### src/rtl/rwin_pkg.sv
package rwin_pkg;

    // field geometry of the command words
    localparam int WSZ_FW   = 7;
    localparam int ROT_FW   = 6;
    localparam int PSZ_FW   = 5;

    localparam int WSZ_LSB  = 5;
    localparam int NFX_BIT  = 4;
    localparam int DBL_BIT  = 3;
    localparam int RBS_LSB  = 0;
    localparam int RSZ_LSB  = 6;
    localparam int RCUR_LSB = 12;
    localparam int PSZ_LSB  = 18;

    // stored (scaled) widths
    localparam int WSZ_W = WSZ_FW + 1;
    localparam int ROT_W = ROT_FW + 1;
    localparam int RSZ_W = ROT_FW + 2;

    typedef struct packed {
        logic [WSZ_W-1:0]  win_size;
        logic              no_fill;
        logic              dbl;
        logic [ROT_W-1:0]  rot_base;
        logic [RSZ_W-1:0]  rot_size;
        logic [ROT_W-1:0]  rot_cur;
        logic [PSZ_FW-1:0] pred_size;
        logic              err;
    } rwin_state_t;

endpackage

### src/rtl/rwin_decode.sv
module rwin_decode
    import rwin_pkg::*;
#(
    parameter int WORD_W = 32
) (
    input  logic [WORD_W-1:0] lit_word,
    input  logic [WORD_W-1:0] ctrl_word,
    output logic [WSZ_W-1:0]  win_size,
    output logic              no_fill,
    output logic              dbl,
    output logic [ROT_W-1:0]  rot_base,
    output logic [RSZ_W-1:0]  rot_size,
    output logic [ROT_W-1:0]  rot_cur,
    output logic [PSZ_FW-1:0] pred_size
);

    logic [WSZ_FW-1:0] wsz_f;
    logic [ROT_FW-1:0] rbs_f;
    logic [ROT_FW-1:0] rsz_f;
    logic [ROT_FW-1:0] rcur_f;

    always_comb begin
        wsz_f     = lit_word[WSZ_LSB +: WSZ_FW];
        rbs_f     = ctrl_word[RBS_LSB +: ROT_FW];
        rsz_f     = ctrl_word[RSZ_LSB +: ROT_FW];
        rcur_f    = ctrl_word[RCUR_LSB +: ROT_FW];

        win_size  = {wsz_f, 1'b0};
        no_fill   = lit_word[NFX_BIT];
        dbl       = lit_word[DBL_BIT];
        rot_base  = {rbs_f, 1'b0};
        rot_cur   = {rcur_f, 1'b0};
        rot_size  = {1'b0, rsz_f, 1'b0} + RSZ_W'(2);
        pred_size = ctrl_word[PSZ_LSB +: PSZ_FW];
    end

    // bits of the words that carry no field of this block
    logic unused_bits;
    assign unused_bits = ^{lit_word[WORD_W-1:WSZ_LSB+WSZ_FW], lit_word[DBL_BIT-1:0],
                           ctrl_word[WORD_W-1:PSZ_LSB+PSZ_FW]};

endmodule

### src/rtl/rwin_advance.sv
module rwin_advance
    import rwin_pkg::*;
(
    input  logic [ROT_W-1:0] rot_in,
    input  logic [RSZ_W-1:0] size,
    input  logic             bundle_end,
    input  logic             br_taken,
    input  logic [1:0]       adv_field,
    output logic             step,
    output logic [ROT_W-1:0] rot_out
);

    logic [RSZ_W-1:0] sum;
    logic [RSZ_W-1:0] wrapped;

    always_comb begin
        // bit 1 governs the fall-through case, bit 0 the taken case
        step    = bundle_end && (br_taken ? adv_field[0] : adv_field[1]);
        sum     = {1'b0, rot_in} + RSZ_W'(2);
        wrapped = (sum >= size) ? (sum - size) : sum;
        rot_out = step ? wrapped[ROT_W-1:0] : rot_in;
    end

endmodule

### src/rtl/rwin_ctrl.sv
module rwin_ctrl
    import rwin_pkg::*;
#(
    parameter int WORD_W      = 32,
    parameter int CORE_VER_W  = 8,
    parameter int DBL_MIN_VER = 3
) (
    input  logic                  clk,
    input  logic                  rst,
    input  logic [CORE_VER_W-1:0] core_ver,
    input  logic                  set_win,
    input  logic                  lit_valid,
    input  logic [WORD_W-1:0]     lit_word,
    input  logic                  set_rot,
    input  logic                  set_pred,
    input  logic [WORD_W-1:0]     ctrl_word,
    input  logic                  bundle_end,
    input  logic                  br_taken,
    input  logic [1:0]            adv_field,
    output logic [7:0]            win_size,
    output logic                  no_fill,
    output logic                  dbl,
    output logic [6:0]            rot_base,
    output logic [7:0]            rot_size,
    output logic [6:0]            rot_cur,
    output logic [4:0]            pred_size,
    output logic                  err
);

    localparam logic [CORE_VER_W-1:0] DBL_VER = CORE_VER_W'(DBL_MIN_VER);

    rwin_state_t st_q, st_d, ld;

    logic [WSZ_W-1:0]  dec_wsz;
    logic              dec_nfx;
    logic              dec_dbl;
    logic [ROT_W-1:0]  dec_rbs;
    logic [RSZ_W-1:0]  dec_rsz;
    logic [ROT_W-1:0]  dec_rcur;
    logic [PSZ_FW-1:0] dec_psz;
    logic              adv_step;
    logic [ROT_W-1:0]  adv_rot;

    rwin_decode #(.WORD_W(WORD_W)) u_dec (
        .lit_word  (lit_word),
        .ctrl_word (ctrl_word),
        .win_size  (dec_wsz),
        .no_fill   (dec_nfx),
        .dbl       (dec_dbl),
        .rot_base  (dec_rbs),
        .rot_size  (dec_rsz),
        .rot_cur   (dec_rcur),
        .pred_size (dec_psz)
    );

    // load stage: commands of the bundle
    always_comb begin
        ld     = st_q;
        ld.err = 1'b0;
        if (set_win) begin
            if (lit_valid) begin
                ld.win_size = dec_wsz;
                ld.no_fill  = dec_nfx;
                if (core_ver >= DBL_VER) begin
                    ld.dbl = dec_dbl;
                end
            end else begin
                ld.err = 1'b1;
            end
        end
        if (set_rot) begin
            ld.rot_cur  = dec_rcur;
            ld.rot_size = dec_rsz;
            ld.rot_base = dec_rbs;
        end
        if (set_pred) begin
            ld.pred_size = dec_psz;
        end
    end

    // rotation advance acts on the freshly loaded values
    rwin_advance u_adv (
        .rot_in     (ld.rot_cur),
        .size       (ld.rot_size),
        .bundle_end (bundle_end),
        .br_taken   (br_taken),
        .adv_field  (adv_field),
        .step       (adv_step),
        .rot_out    (adv_rot)
    );

    always_comb begin
        st_d         = ld;
        st_d.rot_cur = adv_rot;
    end

    always_ff @(posedge clk) begin
        if (rst) begin
            st_q <= '0;
        end else begin
            st_q <= st_d;
        end
    end

    assign win_size  = st_q.win_size;
    assign no_fill   = st_q.no_fill;
    assign dbl       = st_q.dbl;
    assign rot_base  = st_q.rot_base;
    assign rot_size  = st_q.rot_size;
    assign rot_cur   = st_q.rot_cur;
    assign pred_size = st_q.pred_size;
    assign err       = st_q.err;

    // ---------------- assertions ----------------
    a_r1_reset_clears: assert property (@(posedge clk)
        rst |=> (win_size == 8'd0 && rot_cur == 7'd0 && rot_size == 8'd0 &&
                 rot_base == 7'd0 && pred_size == 5'd0 && !err && !dbl && !no_fill));

    a_r2_window_load: assert property (@(posedge clk) disable iff (rst)
        (set_win && lit_valid) |=> (win_size == {$past(lit_word[11:5]), 1'b0}
                                    && no_fill == $past(lit_word[4])));

    a_r3_dbl_gated: assert property (@(posedge clk) disable iff (rst)
        (set_win && core_ver < DBL_VER) |=> $stable(dbl));

    a_r4_err_pulse: assert property (@(posedge clk) disable iff (rst)
        (set_win && !lit_valid) |=> (err && $stable(win_size) && $stable(no_fill)));

    a_r4_err_cause: assert property (@(posedge clk) disable iff (rst)
        !(set_win && !lit_valid) |=> !err);

    a_r5_size_load: assert property (@(posedge clk) disable iff (rst)
        set_rot |=> (rot_size == {1'b0, $past(ctrl_word[11:6]), 1'b0} + 8'd2
                     && rot_base == {$past(ctrl_word[5:0]), 1'b0}));

    a_r6_pred_load: assert property (@(posedge clk) disable iff (rst)
        set_pred |=> pred_size == $past(ctrl_word[22:18]));

    a_r7_hold: assert property (@(posedge clk) disable iff (rst)
        (!set_rot && !adv_step) |=> $stable(rot_cur));

    a_r8_in_range: assert property (@(posedge clk) disable iff (rst)
        (!set_rot && bundle_end && rot_cur < rot_size) |=> rot_cur < rot_size);

    a_r8_even: assert property (@(posedge clk) disable iff (rst)
        rot_cur[0] == 1'b0);

endmodule

### config.mk
export PLATFORM = sky130hd
export DESIGN_NAME = rwin_ctrl
export DESIGN_NICKNAME = d
export VERILOG_FILES = /design/src/rtl/rwin_pkg.sv /design/src/rtl/rwin_decode.sv /design/src/rtl/rwin_advance.sv /design/src/rtl/rwin_ctrl.sv
export SDC_FILE = /design/constraint.sdc
export NUM_CORES = 1
export LEC_CHECK = 0
export BUFFER_PORTS_ARGS = -buffer_cell sky130_fd_sc_hd__clkbuf_2
export CORE_AREA = 10 10 57 104
export CTS_BUF_LIST = sky130_fd_sc_hd__clkbuf_8
export CTS_CLUSTER_DIAMETER = 40
export DETAILED_ROUTE_END_ITERATION = 16
export DIE_AREA = 0 0 67 114
export PLACE_DENSITY_LB_ADDON = 0.25
export SETUP_SLACK_MARGIN = 0.05
export SLEW_MARGIN = 20
export SYNTH_ARGS = -nofsm -noshare
export SYNTH_HDL_FRONTEND = slang
export SYNTH_SLANG_ARGS = --single-unit
### constraint.sdc
create_clock -name clk -period 6.45 [get_ports clk]
set_input_delay 0.3225 -clock clk [delete_from_list [all_inputs] [get_ports clk]]
set_output_delay 0.3225 -clock clk [all_outputs]
set_load 0.05 [all_outputs]
# After elaboration in Yosys (flattened, before gate mapping)
# Cells that the tools add are included.
# Widths: inputs -> output; s select.
[op_classes]
addsub = 3
magnitude_cmp = 2
mux = 5
bitwise_logic = 1
n_reduce_logical = 4
[op_table]
columns = ["op", "count"]
rows = [
  ["$add 7x2->8 const B", 2],
  ["$mux 15", 1],
  ["$mux 7", 2],
  ["$ge 8x2->1 const B", 1],
  ["$ge 8x8->1", 1],
  ["$sub 7x7->7", 1],
  ["$reduce_and 3->1", 1],
  ["$mux 1", 2],
  ["$reduce_and 2->1", 1],
  ["$reduce_or 2->1", 1],
  ["$logic_and 1x1->1", 1],
  ["$not 1->1", 1],
]
[word_totals]
reg_bits = 36
input_bits = 82
output_inout_bits = 38
word_cells = 23

# Depth between registers and ports, before layout
[depth]
ltp_word = 6
ltp_mapped = 13
ltp_nobuf = 13

# Hierarchy
# Synthesis repeated with hierarchy kept, for this count alone.
[hier_totals]
cells_unflattened = 261
area_unflattened_um2 = 2406.1
[modules_own_cells]
columns = ["mod", "n_inst", "cells_each", "area_each_um2", "seq_area_each_um2"]
rows = [
  ["rwin_ctrl", 1, 136, 1487.7, 760.7],
  ["rwin_advance", 1, 83, 609.3, 0.0],
  ["rwin_decode", 1, 42, 309.0, 0.0],
]

# Least setup slack after synthesis
# OpenSTA, ideal clock, no wires.
[synth_path]
path_kind = "reg-to-reg"
startpoint = "reg st_q, in the netlist rot_cur[1]"
endpoint = "reg st_q, in the netlist rot_cur[3]"
setup_time_ps = 92
arrival_time_ps = 2807
required_time_ps = 6358
setup_slack_ps = 3550
path_stages_with_launch = 13
n_path_buf = 0
synth_period_minus_slack_ps = 2900
cell_sequence = "dfxtp_1 -> mux2i_1 -> inv_2 -> ha_1 -> nand2_1 -> nor2_1 -> a21oi_1 -> ha_1 -> a21oi_1 -> a311o_2 -> nand2_4 -> mux2_2 -> o32ai_1"
[synth_between]
elab_chain_len = 5
elab_cells_between_ends = 6
classes_between = "add/sub (2); order compare (1); mux (3)"
[synth_lines]
columns = ["element", "line_no", "text"]
rows = [
  ["start, declared", "rwin_ctrl.sv:32", "rwin_state_t st_q, st_d, ld;"],
  ["start signal, assigned", "rwin_ctrl.sv:101", "st_q <= st_d;"],
  ["$mux 15 (*)", "rwin_ctrl.sv:71", "if (set_rot) begin"],
  ["$add 7x2->8 (*)", "rwin_advance.sv:19", "sum = {1'b0, rot_in} + RSZ_W'(2);"],
  ["$sub 7x7->7 / $ge 8x8->1 (equally long branches)", "rwin_advance.sv:20", "wrapped = (sum >= size) ? (sum - size) : sum;"],
  ["$mux 7 (*)", "rwin_advance.sv:20", ""],
  ["$mux 7 (*)", "rwin_advance.sv:21", "rot_out = step ? wrapped[ROT_W-1:0] : rot_in;"],
]
# Mark *: on every way between the ends. The rest lies on a longest branch, timed or not.
# A chain may end at the register's enable or synchronous reset.

# Final worst setup path
[layout_path]
startpoint = "in set_rot"
endpoint = "reg st_q, in the netlist rot_cur[3]"
[layout_between]
elab_chain_len = 5
elab_cells_between_ends = 6
classes_between = "add/sub (2); order compare (1); mux (3)"
[layout_lines]
columns = ["element", "line_no", "text"]
rows = [
  ["start, declared", "rwin_ctrl.sv:14", "input logic set_rot,"],
  ["$mux 15 (*)", "rwin_ctrl.sv:71", ""],
  ["$add 7x2->8", "rwin_advance.sv:19", ""],
  ["$sub 7x7->7 / $ge 8x8->1 (equally long branches)", "rwin_advance.sv:20", ""],
  ["$mux 7", "rwin_advance.sv:20", ""],
  ["$mux 7 (*)", "rwin_advance.sv:21", ""],
]
# Marks and branches as above.

==> results.toml <==
[power]
power_density_nw_per_um2 = 261
ir_drop_mv = 0.170
p_leak_nw = 1.20

[final_layout]
drive_gt1_share_pct = 33.9
final_cell_mix = "clkbuf_2, dfxtp_1, nor2_1"
area_growth_pct = 27.5
regArea_um2 = 721
fin_area_um2 = 2510
nets = 396
antenna_cells = 0
fillers = 451
stdcell_count = 358
final_common_cell = "clkbuf_2"
multi_input_area_um2 = 1180

[drt]
ant_nets = 0
num_vias = 1858
vias_per_cell = 5.19
drt-total-wl_um = 5350
drt-initial-drc-count = 79
routedWlPerCell_um = 14.9
drt_first_pass_iters = 4
route.detailed.drc = 0

[worst_setup_path]
worstPathArrival_ns = 3.52
crit_fanout = 31
start_kind = "input port"
cp.required_ns = 6.64
crit_type = "input port to flip-flop"
r2r_slack_ns = 3.56
critPathCaptureType = "flip-flop"
startpoint = "set_rot"
r2r-start = "rot_cur[1]"

[grt]
grt_pass1_vias = 1832
grt_pass1_wl_um = 8390
grt-ovfl-total = 0
antenna_found_initial = 0
grt_max_degree = 38
track_usage_pct = 13.9

[sta]
drv_slew = 0
slew_headroom_pct = 41.8
fin_crit_sh_pct = 51.6
max_freq_ghz = 0.300
layout_min_cycle_time_ns = 3.33
worst_hold_slack_ns = 0.257
setup-violations-final = 0
hold_viol = 0
worst_slew_pin_slew_ns = 0.871
clock-skew-final_ns = 0.00334
rsz0062_at_grt = "no"
tns_ns = 0

[clock_network]
cts_buffer_depth = 2
post-cts-setup-buffers = 0
holdBufCountCts = 0
cts_root_buf = "clkbuf_8"
clk_latency_ns = 0.29
h-tree-depth = 2
tritoncts = "built"
cts_buffers = 5
cts.sinks = 36
clkTransAtPathRegs_ns = 0.07
ctsResizeCount = 0

[placed_design]
placed_area_um2 = 2410
dp_hpwl_um = 4430
port-buffer-count = 85
gp_congestion = 0.817
dp_cells = 350

[job]
maxCapViolCount = 0

[yosys]
yosysUniqueCellTypes = 43
synth-seq-area-share_pct = 36.5
syn_inst = 223
synth_top_area_share_pct = 36.5
synth.avg_cell_area_um2 = 8.84
ys_warn_count = 0
synth_edf_count = 0
synthArstFlopShare_pct = 0
synth_ff_type = "dfxtp_1"
yosysTopAreaCell = "dfxtp_1"
synth_area_leaders = "dfxtp_1, mux2i_1, ha_1"
synthesis.area_um2 = 1970
ys_ff_latch = 36

[min_path]
min_from = "lit_word[8]"
hold_class = "input port to flip-flop"

[die]
die_area_um2 = 7640
die_w_um = 67
core_area_um2 = 4300
die_h_um = 114
placementRows = 34
io_pins = 120
start_util_pct = 45.9

[run_status]
status = "finished clean"
## final timing paths
path / to / depth (start not counted)
worst max-delay path: rot_cur[3] / 13
worst min-delay path: win_size[4] / 3
worst min register to register: win_size[3] / 2
worst max register to register: rot_cur[3] / 12
## critical path, cell delays in order
cell and delay [ns]:
clkbuf_2 0.56, mux2i_1 0.53, inv_2 0.10, ha_1 0.28, nand2_1 0.12, nor2_1 0.05
a21oi_1 0.18, ha_1 0.22, a21oi_1 0.10, a311o_2 0.42, nand2_4 0.15, mux2_2 0.37
o32ai_1 0.12
## logic make-up (layout without fill, tap and decap cells)
kind of cell / Yosys count / in the layout / share of synthesized area [%]
AND/OR/NAND/NOR: 78 / 78 / 19.3
AO/OA/AOI/OAI: 43 / 43 / 14.4
flip-flops: 36 / 36 / 36.5
multiplexers: 26 / 26 / 13.4
buffers and inverters: 17 / 97 / 3.93
adder cells (fa/ha/maj): 11 / 11 / 7.36
XOR/XNOR: 11 / 11 / 4.89
other: 1 / 2 / 0.190
## cells in the mapped netlist (3+ instances only)
master    instances
dfxtp_1          36
nor2_1           25
mux2i_1          23
nand2_1          19
a21oi_1          18
ha_1             10
nand3_1           9
clkbuf_1          7
nor2b_1           7
o21ai_0           7
xnor2_1           6
a211oi_1          5
xor2_1            5
nand2b_1          4
buf_4             3
inv_1             3
mux2_2            3
## per-layer routing
| metal | track usage, % | up-vias | part of all wire, % |
|---|---|---|---|
| met5 | 0 | - | 0 |
| met4 | 6.75 | 0 | 2.5 |
| met3 | 4.52 | 12 | 8.0 |
| met2 | 27.3 | 53 | 59 |
| met1 | 11.5 | 856 | 30 |
| li1 | - | 937 | - |
## layout make-up
class                   instances  area share, %
repair buffers                 85           16.9
inverters                       4          0.597
multi-input cells             171           46.8
flip-flops and latches         36           28.7
well taps                      54           2.69
clock buffers                   5           2.74
clock inverters                 3           1.54
## state kept, by name, summed over array words and instances (netlist names)
register,cells
rot_base,6
dbl,1
rot_size,8
rot_cur,7
win_size,7
err,1
pred_size,5
no_fill,1
## per-stage QoR
step | total power [mW] | worst slack (ns) | util, %
final | 0.656 | 3.12 | 58.5
after detailed placement | 0.471 | 2.79 | 56.0
after CTS | 0.665 | 3.07 | 58.5
after floorplan | 0.417 | 3.55 | -
after global placement | 0.468 | 2.78 | 56.0
after global routing | 0.694 | 2.86 | 58.5
## report_power, final
group	leakage [nW]	switching, mW	internal [mW]	total, mW
Clock	0.0593	0.0787	0.113	0.192
Sequential	0.296	0.00685	0.236	0.243
Combinational	0.847	0.141	0.0801	0.221
Total	1.20	0.227	0.429	0.656
(Power assumes the default switching activity.)
